`config.mk`:
```
export PLATFORM = sky130hd
export DESIGN_NAME = pwm_tick_gen
export DESIGN_NICKNAME = d
export VERILOG_FILES = /design/src/rtl/pwm_tick_pkg.sv /design/src/rtl/pwm_tick_prescale.sv /design/src/rtl/pwm_tick_ext_edge.sv /design/src/rtl/pwm_tick_chan.sv /design/src/rtl/pwm_tick_gen.sv
export SDC_FILE = /design/constraint.sdc
export NUM_CORES = 1
export LEC_CHECK = 0
export ABC_CLOCK_PERIOD_IN_PS = 2750
export BUFFER_PORTS_ARGS = -buffer_cell sky130_fd_sc_hd__buf_4
export CAP_MARGIN = 25
export CORE_MARGIN = 4
export CORE_UTILIZATION = 55
export DETAILED_ROUTE_END_ITERATION = 8
export GPL_TIMING_DRIVEN = 0
export PLACE_DENSITY = 0.77
export SLEW_MARGIN = 10
export SYNTH_ARGS = -nofsm -noshare
export SYNTH_HDL_FRONTEND = slang
export SYNTH_SLANG_ARGS = --single-unit
```
`constraint.sdc`:
```
create_clock -name clk_i -period 2.75 [get_ports clk_i]
set_input_delay 0.1375 -clock clk_i [delete_from_list [all_inputs] [get_ports clk_i]]
set_output_delay 0.1375 -clock clk_i [all_outputs]
set_load 0.02 [all_outputs]
```
`src/rtl/pwm_tick_pkg.sv`:
```
package pwm_tick_pkg;

    localparam int unsigned SEL_W = 3;
    localparam int unsigned DIV_W = 4;

    typedef enum logic [SEL_W-1:0] {
        SRC_DIV2  = 3'd0,
        SRC_DIV4  = 3'd1,
        SRC_DIV8  = 3'd2,
        SRC_DIV16 = 3'd3,
        SRC_EXT   = 3'd4
    } tick_src_e;

    typedef enum logic [0:0] {
        EXT_WAIT_HIGH = 1'b0,
        EXT_WAIT_LOW  = 1'b1
    } ext_state_e;

endpackage

```
`src/rtl/pwm_tick_prescale.sv`:
```
module pwm_tick_prescale #(
    parameter int unsigned PRE_W = 8
) (
    input  logic             clk_i,
    input  logic             rst_ni,
    input  logic [PRE_W-1:0] presc_i,
    output logic             pre_tick_o,
    output logic [PRE_W-1:0] limit_o
);

    logic [PRE_W-1:0] cnt_q;
    logic [PRE_W-1:0] limit_q;
    logic             wrap;

    assign wrap       = (cnt_q == limit_q);
    assign pre_tick_o = wrap;
    assign limit_o    = limit_q;

    // The limit is only re-latched on wrap, so a running period finishes.
    always_ff @(posedge clk_i or negedge rst_ni) begin
        if (!rst_ni) begin
            cnt_q   <= '0;
            limit_q <= '0;
        end else if (wrap) begin
            cnt_q   <= '0;
            limit_q <= presc_i;
        end else begin
            cnt_q   <= cnt_q + 1'b1;
        end
    end

endmodule

```
`src/rtl/pwm_tick_ext_edge.sv`:
```
module pwm_tick_ext_edge
    import pwm_tick_pkg::*;
(
    input  logic clk_i,
    input  logic rst_ni,
    input  logic ext_clk_i,
    output logic rise_o
);

    logic       sync1_q;
    logic       sync2_q;
    ext_state_e state_q;
    ext_state_e state_d;

    always_ff @(posedge clk_i or negedge rst_ni) begin
        if (!rst_ni) begin
            sync1_q <= 1'b0;
            sync2_q <= 1'b0;
        end else begin
            sync1_q <= ext_clk_i;
            sync2_q <= sync1_q;
        end
    end

    // State register.
    always_ff @(posedge clk_i or negedge rst_ni) begin
        if (!rst_ni) state_q <= EXT_WAIT_HIGH;
        else         state_q <= state_d;
    end

    // Next state and rise pulse.
    always_comb begin
        state_d = state_q;
        rise_o  = 1'b0;
        unique case (state_q)
            EXT_WAIT_HIGH: begin
                if (sync2_q) begin
                    state_d = EXT_WAIT_LOW;
                    rise_o  = 1'b1;
                end
            end
            EXT_WAIT_LOW: begin
                if (!sync2_q) state_d = EXT_WAIT_HIGH;
            end
            default: state_d = EXT_WAIT_HIGH;
        endcase
    end

endmodule

```
`src/rtl/pwm_tick_chan.sv`:
```
module pwm_tick_chan
    import pwm_tick_pkg::*;
(
    input  logic             clk_i,
    input  logic             rst_ni,
    input  logic             pre_tick_i,
    input  logic             ext_rise_i,
    input  logic [SEL_W-1:0] sel_i,
    output logic             tick_o
);

    logic [DIV_W-1:0] div_q;
    logic             hit;
    logic             tick_q;
    tick_src_e        src;

    assign src    = tick_src_e'(sel_i);
    assign tick_o = tick_q;

    always_ff @(posedge clk_i or negedge rst_ni) begin
        if (!rst_ni)         div_q <= '0;
        else if (pre_tick_i) div_q <= div_q + 1'b1;
    end

    // Codes above SRC_EXT fall to the default arm and act as external.
    always_comb begin
        hit = 1'b0;
        unique case (src)
            SRC_DIV2:  hit = pre_tick_i &   div_q[0];
            SRC_DIV4:  hit = pre_tick_i & (&div_q[1:0]);
            SRC_DIV8:  hit = pre_tick_i & (&div_q[2:0]);
            SRC_DIV16: hit = pre_tick_i & (&div_q[3:0]);
            default:   hit = ext_rise_i;
        endcase
    end

    always_ff @(posedge clk_i or negedge rst_ni) begin
        if (!rst_ni) tick_q <= 1'b0;
        else         tick_q <= hit;
    end

endmodule

```
`src/rtl/pwm_tick_gen.sv`:
```
module pwm_tick_gen
    import pwm_tick_pkg::*;
#(
    parameter int unsigned NUM_CH = 3,
    parameter int unsigned PRE_W  = 8
) (
    input  logic                    clk_i,
    input  logic                    rst_ni,
    input  logic [PRE_W-1:0]        presc_i,
    input  logic [NUM_CH*SEL_W-1:0] src_sel_i,
    input  logic                    ext_clk_i,
    output logic [NUM_CH-1:0]       tick_o
);

    logic             pre_tick;
    logic [PRE_W-1:0] pre_limit;
    logic             ext_rise;

    pwm_tick_prescale #(.PRE_W(PRE_W)) presc_u (
        .clk_i      (clk_i),
        .rst_ni     (rst_ni),
        .presc_i    (presc_i),
        .pre_tick_o (pre_tick),
        .limit_o    (pre_limit)
    );

    pwm_tick_ext_edge ext_u (
        .clk_i     (clk_i),
        .rst_ni    (rst_ni),
        .ext_clk_i (ext_clk_i),
        .rise_o    (ext_rise)
    );

    for (genvar k = 0; k < NUM_CH; k++) begin : g_ch
        pwm_tick_chan chan_u (
            .clk_i      (clk_i),
            .rst_ni     (rst_ni),
            .pre_tick_i (pre_tick),
            .ext_rise_i (ext_rise),
            .sel_i      (src_sel_i[k*SEL_W +: SEL_W]),
            .tick_o     (tick_o[k])
        );
    end

endmodule

```
==> impl_metrics.ini <==
[clock_network]
path_clk_slew_ns = 0.10
clock_tree.buffer_depth = 2
clock_sinks = 34
clock-root-buffer = clkbuf_4
cts_made_buffers = 5
postCtsSetupBuffers = 0
htreeDepth = 2
clock_latency_ns = 0.34
tritoncts = yes

[final_layout]
nets = 185
diodes = 0
fill_cells = 219
area_delta_synth_final_pct = 19.3
drive_gt1_share_pct = 32.3

[power_and_ir_drop]
combPwrFrac_pct = 30.6
power.switching_mw = 0.529
pwr-share-clk_pct = 18.3
total_power_mw = 1.59
leakage_nw = 0.927
internal_power_mw = 1.07
seqPwrFrac_pct = 51.0
vdd_ir_drop_max_uv = 511
swShare_pct = 33.2
power_density_nw_per_um2 = 820

[critical_path]
setup.worst_path.class = reg -> reg
r2r_slack_ns = 0.99
r2r_end = presc_u.limit_o[1]
worstReg2RegStart = presc_u.cnt_q[2]
r2r_cells = 5
endpoint_kind = register
critPathLaunchType = register
path_max_fanout = 10
worst_ep_arrival_time_ns = 1.98
cp.required_ns = 2.97

[hold_path]
min_path_type = in -> reg
holdPathEnd = g_ch[1].chan_u.tick_o
hold_depth = 2
min_from = src_sel_i[5]

[sta]
period_share_pct = 64.2
max_slew_margin_pct = 72.2
finalSetupViolCount = 0
rsz0062_at_grt = no
fin_skew_ns = 0.0111
tns_ns = 0
finalCriticalPeriod_ns = 1.76
tightest_slew_ns = 0.416
clock.fmax_mhz = 567
hold_violations = 0
maxSlewViolCount = 0

[synth]
synth_top_area_cell = dfrtp_1
async_flop_share_pct = 100
netlist_area_sq_um = 1630
yosys.cell_types.count = 19
synth_common_cells = 34 x dfrtp_1, 10 x xnor2_1, 10 x xor2_1
yosys.area.top_type_share_pct = 52.2
yosys_warnings = 0
avgSynthCellArea_sq_um = 13.3
synthFlopType = dfrtp_1
syn-num-nets = 151
synth_seq_area_share_pct = 52.2
syn_inst = 123
synth_edf_count = 0
ys_ff_latch = 34
yosys.cell_count.top_type = dfrtp_1
yosys-top-cells-area = dfrtp_1 52%, ha_1 6.1%, mux2_2 5.5%, mux2_4 5.5%, xnor2_1 5.4%

[route]
routedWlPerCell_um = 14.2
drt_wl_total_mm = 2.68
via_per_inst = 5.47
drt_iter0_drc = 29
drtAntennaViolNets = 0
drc = 0
via_count = 1033
dr.pass1.iters = 4

[floorplanning]
rows = 19
start_util_pct = 58.1
design.die.area_sq_um = 3900
core_area_sq_um = 2810
io_pins = 23
die_width_um = 62.4
die_h_um = 62.4

[grt]
grt_overflow = 0
grt_start_max_net_pins = 35
grt_pass1_wl_mm = 5.03
antenna_found_initial = 0
track_usage_pct = 16.4
grt_pass1_vias = 1105

[run]
drv_cap = 0

[placed_design]
dpl.hpwl_mm = 1.94
portBuffers = 22
place_congestion = 0.763

[outcome]
status = finished clean
-- stage by stage --
step	setup slack [ns]	std cells	hold slack [ns]	util [%]	instance area [sq um]
floorplan	1.17	123	-0.158	-	1630
global placement	1.01	176	0.0997	65.4	1830
detailed placement	0.993	176	0.105	65.4	1830
finish	0.986	189	0.0280	69.3	1940
CTS	0.977	186	0.00248	68.2	1910
global route	0.855	189	0.00977	69.3	1940
-- per-layer routing --
metal | share of wire, % | vias to the layer above | GRT usage (%)
met2 | 53 | 17 | 28.4
met1 | 43 | 513 | 19.0
met5 | 0 | - | 0
met4 | 1.3 | 0 | 6.89
li1 | - | 498 | -
met3 | 3.2 | 5 | 4.50
-- placed cells by master, fill, tap and decap left out, types with 5 or more instances in the layout --
cell	synthesis	routed
dfrtp_1	34	34
buf_4	3	25
xnor2_1	10	10
xor2_1	10	10
nor2b_1	8	8
mux2_2	8	8
ha_1	8	8
nand3_1	7	7
nor2_1	7	7
nor3_1	6	6
mux2_4	6	6
clkbuf_4	0	5
dlygate4sd3_1	0	5
-- flip-flops by register name, indices dropped and copies added, names as in the netlist --
register and count:
ext_u.sync2_q 1, presc_u.limit_o 8, ext_u.sync1_q 1, g_ch.chan_u.tick_o 3, presc_u.cnt_q 8, g_ch.chan_u.div_q 12
ext_u.state_q 1
-- cell type report --
type	count	area, sq um	share of cell area (%)
flip-flops and latches	34	851	43.8
multi-input cells	84	726	37.3
repair buffers	27	215	11.1
clock buffers	7	55.1	2.83
plain buffers	5	53.8	2.77
well taps	31	38.8	1.99
clock inverters	1	5.00	0.257
-- repair_timing --
item,CTS,global route
hold buffers,2,3
endpoints found under the hold margin,35,3
gates resized for setup,0,0
-- critical path, stage by stage, from the launching register on --
cell	delay, ns
dfrtp_1	0.46
xnor2_1	0.20
nand4_2	0.25
nor2_8	0.27
buf_12	0.18
mux2_4	0.30
-- worst max path at each step --
stage | startpoint | endpoint | slack [ns]
floorplan | presc_u.cnt_q[6] | g_ch[0].chan_u.div_q[1] | 1.17
global placement | presc_u.cnt_q[6] | presc_u.limit_o[1] | 1.01
detailed placement | presc_u.cnt_q[1] | g_ch[0].chan_u.div_q[2] | 0.99
CTS | presc_u.cnt_q[1] | presc_u.limit_o[1] | 0.98
global route | presc_u.cnt_q[1] | presc_u.limit_o[1] | 0.85
finish | presc_u.cnt_q[2] | presc_u.limit_o[1] | 0.99
-- logic make-up (layout without fill, tap and decap cells) --
| group | count (synthesis) | count (layout) | share of synthesized area (%) |
|---|---|---|---|
| mux | 14 | 14 | 11.1 |
| xor+xnor | 20 | 20 | 10.7 |
| flops | 34 | 34 | 52.2 |
| fa+ha+maj | 8 | 8 | 6.14 |
| simple gates | 33 | 33 | 12.2 |
| compound gates | 9 | 9 | 4.38 |
| buf+inv | 5 | 40 | 3.30 |
-- power by group through the flow --
stage / registers (mW) / clock network [mW] / logic, mW
6_report: 0.814 / 0.292 / 0.489
5_1_grt: 0.842 / 0.333 / 0.562
3_3_place_gp: 0.818 / 0 / 0.465
4_1_cts: 0.815 / 0.297 / 0.495
3_5_place_dp: 0.826 / 0 / 0.487
2_1_floorplan: 0.789 / 0 / 0.397
Power figures use the tool's default switching activity.
